[src/rtl/irq_pkg.sv]
package irq_pkg;
  localparam int unsigned STAT_W   = 2;
  localparam int unsigned CMPL_BIT = 0;
  localparam int unsigned MSG_BIT  = 1;
endpackage

[src/rtl/irq_rst_sync.sv]
module irq_rst_sync #(
  parameter int unsigned STAGES = 2
) (
  input  logic clk,
  input  logic rst_n,
  output logic rst_sync_n
);
  logic [STAGES-1:0] sh_q;

  always_ff @(posedge clk or negedge rst_n) begin
    if (!rst_n) sh_q <= '0;
    else        sh_q <= {sh_q[STAGES-2:0], 1'b1};
  end

  assign rst_sync_n = sh_q[STAGES-1];
endmodule

[src/rtl/irq_status_reg.sv]
module irq_status_reg
  import irq_pkg::*;
(
  input  logic              clk,
  input  logic              rst_n,
  input  logic [STAT_W-1:0] set_vec,
  input  logic              clr_en,
  input  logic [STAT_W-1:0] clr_bits,
  input  logic              wipe,
  output logic [STAT_W-1:0] status_q
);
  for (genvar b = 0; b < STAT_W; b++) begin : g_bit
    logic bit_d;
    logic bit_en;

    always_comb begin
      bit_en = wipe | set_vec[b] | (clr_en & clr_bits[b]);
      if (wipe)            bit_d = 1'b0;
      else if (set_vec[b]) bit_d = 1'b1;
      else                 bit_d = 1'b0;
    end

    always_ff @(posedge clk or negedge rst_n) begin
      if (!rst_n)      status_q[b] <= 1'b0;
      else if (bit_en) status_q[b] <= bit_d;
    end
  end
endmodule

[src/rtl/irq_mask_reg.sv]
module irq_mask_reg #(
  parameter int unsigned DATA_W = 32
) (
  input  logic              clk,
  input  logic              rst_n,
  input  logic              load,
  input  logic [DATA_W-1:0] load_data,
  output logic [DATA_W-1:0] mask_q
);
  logic [DATA_W-1:0] mask_d;

  always_comb mask_d = load_data;

  always_ff @(posedge clk or negedge rst_n) begin
    if (!rst_n)    mask_q <= '0;
    else if (load) mask_q <= mask_d;
  end
endmodule

[src/rtl/irq_deliver.sv]
module irq_deliver #(
  parameter int unsigned DATA_W = 32
) (
  input  logic              clk,
  input  logic              rst_n,
  input  logic              upd,
  input  logic              msi_mode,
  input  logic [DATA_W-1:0] status_ext,
  input  logic [DATA_W-1:0] mask,
  output logic              irq_level,
  output logic              msi_pulse
);
  logic cond;
  logic level_d, pulse_d;

  always_comb begin
    cond    = |(status_ext & mask);
    level_d = irq_level;
    if (upd) level_d = cond & ~msi_mode;
    pulse_d = upd & msi_mode & cond;
  end

  always_ff @(posedge clk or negedge rst_n) begin
    if (!rst_n) begin
      irq_level <= 1'b0;
      msi_pulse <= 1'b0;
    end else begin
      irq_level <= level_d;
      msi_pulse <= pulse_d;
    end
  end
endmodule

[src/rtl/irq_status_unit.sv]
module irq_status_unit
  import irq_pkg::*;
#(
  parameter int unsigned DATA_W      = 32,
  parameter int unsigned ADDR_W      = 8,
  parameter int unsigned SYNC_STAGES = 2,
  parameter logic [ADDR_W-1:0] OFF_STATUS = 'h00,
  parameter logic [ADDR_W-1:0] OFF_MASK   = 'h04
) (
  input  logic              clk,
  input  logic              rst_n,
  input  logic              wr_en,
  input  logic [ADDR_W-1:0] wr_addr,
  input  logic [DATA_W-1:0] wr_data,
  input  logic [ADDR_W-1:0] rd_addr,
  output logic [DATA_W-1:0] rd_data,
  input  logic              cmpl_evt,
  input  logic              msg_evt,
  input  logic              adapter_reset,
  input  logic              msi_mode,
  output logic              irq_level,
  output logic              msi_pulse,
  output logic              status_cleared
);
  localparam int unsigned PAD_W = DATA_W - STAT_W;

  logic              rst_sync_n;
  logic              st_wr, mk_wr, upd_d, upd_q, strobe_d;
  logic [STAT_W-1:0] set_vec;
  logic [STAT_W-1:0] status_q;
  logic [DATA_W-1:0] mask_q;
  logic [DATA_W-1:0] status_ext;

  irq_rst_sync #(.STAGES(SYNC_STAGES)) u_sync (
    .clk(clk), .rst_n(rst_n), .rst_sync_n(rst_sync_n)
  );

  always_comb begin
    st_wr             = wr_en && (wr_addr == OFF_STATUS);
    mk_wr             = wr_en && (wr_addr == OFF_MASK);
    set_vec           = '0;
    set_vec[CMPL_BIT] = cmpl_evt;
    set_vec[MSG_BIT]  = msg_evt;
    upd_d             = st_wr | mk_wr | cmpl_evt | msg_evt | adapter_reset;
    strobe_d          = st_wr;
    status_ext        = {{PAD_W{1'b0}}, status_q};
  end

  irq_status_reg u_status (
    .clk(clk), .rst_n(rst_sync_n), .set_vec(set_vec), .clr_en(st_wr),
    .clr_bits(wr_data[STAT_W-1:0]), .wipe(adapter_reset), .status_q(status_q)
  );

  irq_mask_reg #(.DATA_W(DATA_W)) u_mask (
    .clk(clk), .rst_n(rst_sync_n), .load(mk_wr), .load_data(wr_data), .mask_q(mask_q)
  );

  irq_deliver #(.DATA_W(DATA_W)) u_deliver (
    .clk(clk), .rst_n(rst_sync_n), .upd(upd_q), .msi_mode(msi_mode),
    .status_ext(status_ext), .mask(mask_q),
    .irq_level(irq_level), .msi_pulse(msi_pulse)
  );

  always_ff @(posedge clk or negedge rst_sync_n) begin
    if (!rst_sync_n) begin
      upd_q          <= 1'b0;
      status_cleared <= 1'b0;
    end else begin
      upd_q          <= upd_d;
      status_cleared <= strobe_d;
    end
  end

  always_comb begin
    if (rd_addr == OFF_STATUS)    rd_data = status_ext;
    else if (rd_addr == OFF_MASK) rd_data = mask_q;
    else                          rd_data = '0;
  end
endmodule

[config.mk]
export PLATFORM = sky130hd
export DESIGN_NAME = irq_status_unit
export DESIGN_NICKNAME = d
export VERILOG_FILES = /design/src/rtl/irq_pkg.sv /design/src/rtl/irq_rst_sync.sv /design/src/rtl/irq_status_reg.sv /design/src/rtl/irq_mask_reg.sv /design/src/rtl/irq_deliver.sv /design/src/rtl/irq_status_unit.sv
export SDC_FILE = /design/constraint.sdc
export NUM_CORES = 1
export LEC_CHECK = 0
export ABC_AREA = 1
export BUFFER_PORTS_ARGS = -buffer_cell sky130_fd_sc_hd__clkbuf_2
export CAP_MARGIN = 20
export CORE_UTILIZATION = 46
export CTS_CLUSTER_DIAMETER = 40
export DETAILED_ROUTE_END_ITERATION = 7
export PLACE_DENSITY = 0.85
export SLEW_MARGIN = 5
export SYNTH_ARGS = -nofsm -noshare
export SYNTH_HDL_FRONTEND = slang
export SYNTH_SLANG_ARGS = --single-unit
[constraint.sdc]
create_clock -name clk -period 1.5 [get_ports clk]
set_clock_uncertainty 0.1 [all_clocks]
set_input_delay 0.075 -clock clk [delete_from_list [all_inputs] [get_ports clk]]
set_output_delay 0.075 -clock clk [all_outputs]
set_load 0.01 [all_outputs]
==> results of run 1 <==
-- final timing paths --
check	startpoint	endpoint	slack, ns
setup / recovery	wr_addr[2]	u_mask.mask_q[29]$_DFFE_PN0P_	0.1
hold / removal	wr_en	u_status.status_q[1]$_DFFE_PN0P_	0.01
setup reg to reg	u_status.status_q[1]$_DFFE_PN0P_	u_deliver.msi_pulse$_DFF_PN0_	0.60
hold reg to reg	u_sync.sh_q[1]$_DFF_PN0_	u_mask.mask_q[4]$_DFFE_PN0P_	0.18
max in group asynchronous	rst_n	u_sync.sh_q[0]$_DFF_PN0_	0.64
min in group asynchronous	u_sync.sh_q[1]$_DFF_PN0_	u_mask.mask_q[4]$_DFFE_PN0P_	0.18
-- cell usage after synthesis, types with 2 or more instances --
master and number:
buf_6 9, dfrtp_1 40, inv_1 40, nand2_1 46, nand3_1 8, nor2_1 38
nor2_2 6, nor3_1 2, o21ai_0 6, o21ai_1 2, o21ai_2 27
-- stage by stage --
| stage | util (%) | instance area [um2] | total power [mW] | setup WS, ns | hold slack (ns) |
|---|---|---|---|---|---|
| after floorplan | - | 1967 | 1.356 | 0.2046 | -0.3206 |
| after global placement | 59.36 | 2409 | 1.464 | 0.1941 | -0.2383 |
| after detailed placement | 59.36 | 2409 | 1.477 | 0.2009 | -0.2368 |
| after CTS | 72.00 | 2922 | 2.289 | 0.1100 | 0.003991 |
| after global routing | 72.12 | 2927 | 2.377 | 0.05266 | 0.01436 |
| final | 72.12 | 2927 | 2.264 | 0.09688 | 0.01056 |
-- kinds of logic after synthesis --
| group | share of synthesized area (%) |
|---|---|
| DFF | 50.89 |
| other | 0.1907 |
| and+or+nand+nor | 21.12 |
| AOI/OAI and AO/OA | 14.38 |
| buffers and inverters | 13.42 |
-- final cells by class --
class / instances / area (um2)
inverter: 40 / 150.1
sequential: 40 / 1001
multi-input combinational: 139 / 711.9
fill: 330 / 1131
tap: 50 / 62.56
clock inverter: 2 / 10.01
timing repair buffer: 135 / 908.4
clock buffer: 6 / 82.58
-- metal layers --
layer / wire length (um) / part of all wire [%] / up-vias / global-route usage [%]
met5: 0 / 0 / - / 0
met4: 47 / 0.99 / 0 / 7.713
met2: 2558 / 54 / 66 / 43.13
met3: 224 / 4.7 / 5 / 5.068
li1: - / - / 954 / -
met1: 1897 / 40 / 850 / 23.57
-- report_power, final --
part / switching [mW] / total (mW) / internal [mW]
registers: 0.0263 / 1.19 / 1.16
logic: 0.163 / 0.356 / 0.194
clock network: 0.355 / 0.722 / 0.367
-- timing repair --
item,in CTS,in global routing
hold buffers,42,0
gates resized for setup,0,1
setup endpoints to repair,0,1
endpoints found under the hold margin,40,0
-- flip-flops by register name, indices dropped and copies added (netlist names) --
signal	count
u_mask.mask_q	32
u_status.status_q	2
u_sync.sh_q	2
status_cleared	1
u_deliver.irq_level	1
u_deliver.msi_pulse	1
upd_q	1
-- critical path, delay by kind of cell --
family	cells	cell delay, ns
simple gates	3	0.36
buf+inv	3	0.94
compound gates	1	0.07
-- cell usage in the layout (no fill, tap or decap) --
master,count
nand3_1,8
nor3_2,1
clkbuf_8,6
nand2_1,46
o21ai_0,6
nor2_1,38
o21ai_1,2
o21ai_2,27
or2_1,1
conb_1,1
and3_1,1
dlygate4sd3_1,42
clkinv_2,2
clkbuf_2,89
nor3_1,1
nor2_2,5
inv_1,40
buf_4,3
dfrtp_1,40
buf_12,1
a31oi_1,1
nor2_4,1
==> metrics.yaml, run 1 <==
setup_path:
  crit_required_ns: 1.61
  reg2regPathDepth: 3
  worstSetupPathType: "input port to register"
  cpMaxStageDelayCell: "dlygate4sd3_1"
  cp_max_fo: 65
  crit_chain: "dlygate4sd3_1 -> clkbuf_2 -> nand2_1 -> nor2_4 -> buf_12 -> nand2_1 -> o21ai_2"
  cp_slowest_stage_delay_ns: 0.52
  worstPathArrival_ns: 1.51
  worstSetupEndpointType: "register"
  cp-start-kind: "input port"
  crit_path_frequent_cell: "nand2_1"
synthesis:
  synth_edf_count: 0
  synth_top_cell_area_share_pct: 50.89
  synth_ff_type: "dfrtp_1"
  yosysTopAreaCell: "dfrtp_1"
  ys_seq_area_share_pct: 50.89
  synth_nets: 285
  synth_warnings: 0
  avgSynthCellArea_um2: 8.552
  synthCells: 230
  syn-cell-area_mm2: 0.001967
  synth-async-reset-ratio_pct: 100.0
  netlist_top_cells_area: "dfrtp_1 51%, o21ai_2 12%, nand2_1 8.8%, inv_1 7.6%, nor2_1 7.3%"
  ys_ff_latch: 40
  synthDistinctLibCells: 17
hold_path:
  hp-class: "input port to register"
  hold_depth: 4
clocking:
  clk_pin_slew_worst_paths_ns: 0.07
  h-tree-depth: 2
  numCtsBuffers: 5
  insertion_delay_ns: 0.28
  numClockSinks: 40
  cts_setup_buffers: 0
  root_buffer: "clkbuf_8"
  cts_buffer_depth: 2
  cts_tree: "yes"
route:
  wl_per_cell_um: 11.47
  postRouteAntennaNets: 0
  postRouteWirelength_um: 4727
  viasPerCell: 4.551
  vias: 1875
  drtIter0Drc: 99
  dr.pass1.iters: 4
  route.detailed.drc: 0
timing:
  fin_crit_ns: 1.403
  drv_slew: 0
  setup_tns_ns: 0
  max_freq_mhz: 712.7
  final_hold_viol_count: 0
  setup_viol: 0
  finalCritPeriodShare_pct: 93.54
  grt_setup_unrepaired: "no"
power_and_ir_drop:
  power.leakage_nw: 1.611
  vdd_drop_max_v: 0.0007326
  p_per_area_mw_per_mm2: 773.7
placed_design:
  place_inst: 362
  io_buffers: 89
  gp_congestion: 0.7884
  hpwl_um: 2886
die:
  placementRows: 23
  die_height_um: 67.39
  coreArea_mm2: 0.004058
  die_w_um: 67.39
  initial_core_util_pct: 48.47
  die-area_mm2: 0.004541
  num_io_pins: 90
run_status:
  status: "complete, no violations"
grt:
  antenna_found_initial: 0
  grt_max_degree: 66
  grt_pass1_vias: 1778
  grt_use_total_pct: 22.43
  grt_pass1_wl_um: 7424
  gr-total-overflow: 0
finish:
  diodes: 0
  final_cells: 412
  nNetsFinal: 416
  syn_to_final_growth_pct: 48.79
  drive_above_1_share_pct: 37.29
flow_run:
  max-cap-violations: 0
Note: power is estimated with default switching activity, not from simulation.
==> run 2, diff against run 1 <==
- ABC_CLOCK_PERIOD_IN_PS: unset -> 1500
- BUFFER_PORTS_ARGS: -buffer_cell sky130_fd_sc_hd__clkbuf_2 -> unset
- CORE_UTILIZATION: 46 -> 62
- DONT_BUFFER_PORTS: unset -> 1
- PLACE_DENSITY: 0.85 -> 0.84
==> run 2 against run 1 <==
  * The run now ends with negative hold slack left
  * Sequential share of layout area rose by 5.4 points
  * Cell area fell by 14%
  * Hold slack got worse by 0.047 ns
  * Critical path type is now input port to primary output
  * Largest cell class unchanged
  * Largest power group unchanged
==> metrics.yaml, run 2 (same netlist as run 1, synthesis figures left out) <==
run_status:
  status: "finished, violations left"
  violations: "negative hold slack"
die:
  initial_core_util_pct: 64.96  # +16 points
  die_w_um: 58.33  # -13%
  coreArea_mm2: 0.003028  # -25%
  die_height_um: 58.33  # -13%
  die-area_mm2: 0.003402  # -25%
  placementRows: 20  # -13%
  num_io_pins: 90  # unchanged
route:
  postRouteWirelength_um: 4653  # -1.6%
  postRouteAntennaNets: 0  # unchanged
  wl_per_cell_um: 14.41  # +26%
  dr.pass1.iters: 5  # +1
  route.detailed.drc: 0  # unchanged
  drtIter0Drc: 63  # -36%
  vias: 1635  # -13%
  viasPerCell: 5.062  # +11%
hold_path:
  hp-class: "input port to register"
clocking:
  numCtsBuffers: 5  # unchanged
  clk_pin_slew_worst_paths_ns: 0.11  # +0.04 ns
  cts_tree: "yes"
  insertion_delay_ns: 0.35  # +0.07 ns
  numClockSinks: 40  # unchanged
  cts_buffer_depth: 2  # unchanged
  root_buffer: "clkbuf_4"
  h-tree-depth: 2  # unchanged
timing:
  max_freq_mhz: 750.7  # +5.3%
  finalCritPeriodShare_pct: 88.80  # -4.7 points
  setup_viol: 0  # unchanged
  drv_slew: 0  # unchanged
  fin_crit_ns: 1.332  # -0.07106 ns
  setup_tns_ns: 0  # unchanged
  grt_setup_unrepaired: "no"
  hold_ws_ns: -0.03657  # -0.04712 ns
  final_hold_viol_count: 2  # +2
setup_path:
  crit_chain: "nor2_1 -> nand3_1 -> or2_1 -> buf_12 -> nor2_1"
  crit_path_frequent_cell: "nor2_1"
  cp_max_fo: 21  # -68%
  worstSetupEndpointType: "primary output"
  crit_required_ns: 1.32  # -0.29 ns
  worstSetupPathType: "input port to primary output"
  worstPathArrival_ns: 1.16  # -0.35 ns
  cpMaxStageDelayCell: "or2_1"
  cp_slowest_stage_delay_ns: 0.39  # -0.13 ns
  ff2ff_setup_slack_ns: 0.60  # about the same
  cp-start-kind: "input port"
  crit_family: "simple AND/OR/NAND/NOR gates"
  cp_num_buf_inv: 1  # -2
grt:
  antenna_found_initial: 0  # unchanged
  grt_use_total_pct: 29.04  # +6.6 points
  grt_pass1_vias: 1686  # -5.2%
  grt_pass1_wl_um: 7155  # -3.6%
  grt_max_degree: 66  # unchanged
  gr-total-overflow: 0  # unchanged
finish:
  drive_above_1_share_pct: 17.56  # -20 points
  nNetsFinal: 333  # -20%
  top_regs: "u_mask.mask_q x32, u_status.status_q x2, u_sync.sh_q x2"
  diodes: 0  # unchanged
  largest_reg_flops: 32  # unchanged
  final_cell_mix: "45 x nand2_1, 45 x dlygate4sd3_1, 40 x inv_1, 40 x dfrtp_1, 36 x nor2_1"
  syn_to_final_growth_pct: 28.63
  top_register: "u_mask.mask_q"
placed_design:
  gp_congestion: 0.7239  # -8.2%
  io_buffers: 0  # -100%
  hpwl_um: 2465  # -15%
power_and_ir_drop:
  p_per_area_mw_per_mm2: 860.6  # +11%
  vdd_drop_max_v: 0.0005184  # -29%
  power.leakage_nw: 1.260  # -22%
flow_run:
  max-cap-violations: 0  # unchanged
[run 2: worst paths after layout]
kind,start,to,cells after the start
max in group asynchronous,u_sync.sh_q[1]$_DFF_PN0_,u_mask.mask_q[2]$_DFFE_PN0P_,1
max,rd_addr[1],rd_data[20],5
min reg2reg,u_sync.sh_q[1]$_DFF_PN0_,u_mask.mask_q[26]$_DFFE_PN0P_,1
min in group asynchronous,u_sync.sh_q[1]$_DFF_PN0_,u_mask.mask_q[26]$_DFFE_PN0P_,1
min,wr_addr[7],u_status.status_q[1]$_DFFE_PN0P_,6
max reg2reg,u_status.status_q[1]$_DFFE_PN0P_,u_deliver.msi_pulse$_DFF_PN0_,3
[run 2: stage by stage]
step                util [%]  instances  power, mW  setup slack (ns)  area [um2]
floorplan                  -        230      1.356            0.2046        1967
global placement       65.50        269      1.383            0.2444        1983
detailed placement     65.50        269      1.396            0.2274        1983
CTS                    83.55        324      2.178           0.02405        2530
global route           83.55        323      2.278           0.09573        2530
finish                 83.55        323      2.177            0.1679        2530
[run 2: area by class of cell]
class | count | area (um2)
multi-input combinational | 139 | 714.4
tap | 44 | 55.05
inverter | 40 | 150.1
clock buffer | 6 | 41.29
timing repair buffer | 52 | 533.0
sequential | 40 | 1001
fill | 172 | 498.0
clock inverter | 2 | 35.03
[run 2: tightest hold or removal path, cell delays in order]
cell and delay [ns]:
nor2_1 0.04, nand2_1 0.07, nor2_2 0.04, nand3_1 0.05
nand3_1 0.06, nand2_1 0.05
[run 2: routing by layer]
layer | vias up | global-route usage, % | share of wire (%)
met4 | 0 | 13.95 | 3.1
met1 | 756 | 30.78 | 38
met3 | 15 | 7.692 | 5.5
met2 | 71 | 53.37 | 54
li1 | 793 | - | -
met5 | - | 0 | 0
[run 2: power breakdown]
group	switching [mW]	internal [mW]
sequential	0.0326	1.16
clock	0.343	0.349
combinational	0.142	0.150
[run 2: what timing repair did]
item                                    4_1_cts  5_1_grt
hold endpoints to repair                     40        0
setup buffers                                 0        0
resized for setup                             0        4
endpoints found under the setup margin        0        1
hold buffers                                 47        0
==> run 3, diff against run 2 <==
- CORE_UTILIZATION: 62 -> 50
- PLACE_DENSITY: 0.84 -> 0.71
==> run 3 against run 2 <==
  * Combinational power fell by 6%
  * Global-route usage down 9.1 points
  * Largest power group unchanged
  * Non-clock buffer count shrank 3
  * Register-to-register slack about the same
  * Wire length down 13%
  * Sequential share of layout area increased by 0.44 points
  * Critical path depth unchanged
  * Power grew 0.80%
  * The flow now finishes without violations
  * Critical path type is now input port to register
==> metrics.yaml, run 3 (same netlist as run 1, synthesis figures left out) <==
run_status:
  status: "complete, no violations"
setup_path:
  crit_path_frequent_cell: "dlygate4sd3_1"
  reg2reg_from: "u_status.status_q[1]$_DFFE_PN0P_"
  r2r_end: "u_deliver.msi_pulse$_DFF_PN0_"
  cp_max_fo: 3  # -86%
  worstSetupPathType: "input port to register"
  cpMaxStageDelayCell: "dlygate4sd3_1"
  cp_slowest_stage_delay_ns: 0.60  # +0.21 ns
  worstSetupEndpointType: "register"
  crit_family: "buffers and inverters"
  cp-start-kind: "input port"
  crit_chain: "dlygate4sd3_1 -> nor3_1 -> dlygate4sd3_1 -> inv_1 -> nand3_1"
  cp_num_buf_inv: 3  # +2
  ff2ff_setup_slack_ns: 0.60  # about the same
  crit_required_ns: 1.62  # +0.30 ns
  reg2regPathDepth: 3  # unchanged
  worstPathArrival_ns: 1.51  # +0.35 ns
hold_path:
  hp-start: "wr_addr[6]"
  hp-class: "input port to register"
  min_to: "u_status.status_q[1]$_DFFE_PN0P_"
  hold_depth: 6  # unchanged
finish:
  top_register: "u_mask.mask_q"
  fillers: 286  # +66%
  final_cells: 323  # unchanged
  diodes: 0  # unchanged
  nNetsFinal: 330  # -0.90%
  design_area_mm2: 0.002502  # -1.1%
  final_cell_mix: "46 x nand2_1, 43 x dlygate4sd3_1, 40 x inv_1, 40 x dfrtp_1, 38 x nor2_1"
  drive_above_1_share_pct: 16.73  # -0.84 points
  syn_to_final_growth_pct: 27.23
  largest_reg_flops: 32  # unchanged
  layout.cells.most_common: "nand2_1"
  top_regs: "u_mask.mask_q x32, u_status.status_q x2, u_sync.sh_q x2"
placed_design:
  io_buffers: 0  # unchanged
  hpwl_um: 2446  # -0.76%
  place_inst: 273  # +1.5%
  dpl_cell_area_mm2: 0.001976  # -0.38%
  gp_congestion: 0.7079  # -2.2%
power_and_ir_drop:
  power_mw: 2.195  # +0.80%
  vdd_drop_max_v: 0.0005537  # +6.8%
  power.leakage_nw: 1.240  # -1.6%
  p_per_area_mw_per_mm2: 877.0  # +1.9%
route:
  wl_per_cell_um: 12.55  # -13%
  drtIter0Drc: 55  # -13%
  vias: 1546  # -5.4%
  postRouteAntennaNets: 0  # unchanged
  viasPerCell: 4.786  # -5.4%
  route.detailed.drc: 0  # unchanged
  dr.pass1.iters: 4  # -1
  postRouteWirelength_um: 4053  # -13%
clocking:
  h-tree-depth: 2  # unchanged
  cts_buffer_depth: 2  # unchanged
  clk_pin_slew_worst_paths_ns: 0.07  # -0.04 ns
  root_buffer: "clkbuf_8"
  numClockSinks: 40  # unchanged
  insertion_delay_ns: 0.28  # -0.07 ns
  cts_tree: "yes"
  cts_setup_buffers: 0  # unchanged
  numCtsBuffers: 5  # unchanged
timing:
  finalCritPeriodShare_pct: 92.75  # +3.9 points
  setup_viol: 0  # unchanged
  drv_slew: 0  # unchanged
  hold_ws_ns: 0.05605  # +0.09262 ns
  max_freq_mhz: 718.8  # -4.3%
  setup_tns_ns: 0  # unchanged
  fin_crit_ns: 1.391  # +0.05914 ns
  grt_setup_unrepaired: "no"
  final_hold_viol_count: 0  # -2
die:
  placementRows: 22  # +10%
  coreArea_mm2: 0.003716  # +23%
  die_w_um: 64.72  # +11%
  die_height_um: 64.72  # +11%
  die-area_mm2: 0.004189  # +23%
  initial_core_util_pct: 52.93  # -12 points
  num_io_pins: 90  # unchanged
grt:
  grt_pass1_vias: 1424  # -16%
  gr-total-overflow: 0  # unchanged
  grt_max_degree: 66  # unchanged
  grt_pass1_wl_um: 6196  # -13%
  grt_use_total_pct: 19.98  # -9.1 points
  antenna_found_initial: 0  # unchanged
flow_run:
  max-cap-violations: 0  # unchanged
==> run 3: changes by cell type in the layout (fill, tap and decap cells not counted), moves of 2 or more <==
cell	delta
clkbuf_4	-5
clkbuf_8	+7
nor2_2	-2
dlygate4sd3_1	-2
nor2_1	+2
==> run 3: power by group <==
| part | internal [mW] | switching [mW] |
|---|---|---|
| clock network | 0.409 | 0.320 |
| logic | 0.144 | 0.132 |
| registers | 1.16 | 0.0289 |
==> run 3: repair_timing <==
item | CTS | global route
hold buffers | 43 | 0
resized for setup | 0 | 0
hold endpoints to repair | 40 | 0
==> run 3: cell type report <==
| class | count | area, um2 | share of cell area (%) |
|---|---|---|---|
| well taps | 48 | 60.06 | 2.400 |
| clock buffers | 7 | 96.34 | 3.850 |
| repair buffers | 49 | 488.0 | 19.50 |
| inverters | 40 | 150.1 | 6.000 |
| multi-input cells | 139 | 706.9 | 28.25 |
| flip-flops and latches | 40 | 1001 | 40.00 |
==> run 3: routing by layer <==
layer | up-vias | part of all wire, % | track usage (%)
met3 | 8 | 5.8 | 5.106
li1 | 781 | - | -
met2 | 62 | 54 | 37.37
met1 | 695 | 38 | 21.15
met4 | 0 | 1.7 | 7.500
met5 | - | 0 | 0
==> run 3: metrics by stage <==
| stage | setup slack (ns) | util, % |
|---|---|---|
| floorplan | 0.2046 | - |
| global placement | 0.2230 | 53.16 |
| detailed placement | 0.1878 | 53.16 |
| CTS | 0.1539 | 67.34 |
| global route | 0.05385 | 67.34 |
| finish | 0.1088 | 67.34 |
==> run 3: worst max-delay path by stage <==
stage                             startpoint                       end  slack [ns]  depth (start not counted)
floorplan           u_sync.sh_q[1]$_DFF_PN0_  status_cleared$_DFF_PN0_        0.20                          0
global placement                  rd_addr[1]               rd_data[10]        0.22                          5
detailed placement                rd_addr[1]               rd_data[10]        0.19                          5
CTS                               wr_addr[2]           upd_q$_DFF_PN0_        0.15                          5
global route                      wr_addr[2]           upd_q$_DFF_PN0_        0.05                          5
finish                            wr_addr[2]           upd_q$_DFF_PN0_        0.11                          5
==> run 3: worst register-to-register path, delay by kind of cell, from the launching register on <==
family,cells,cell delay (ns)
flops,1,0.40
simple gates,3,0.29
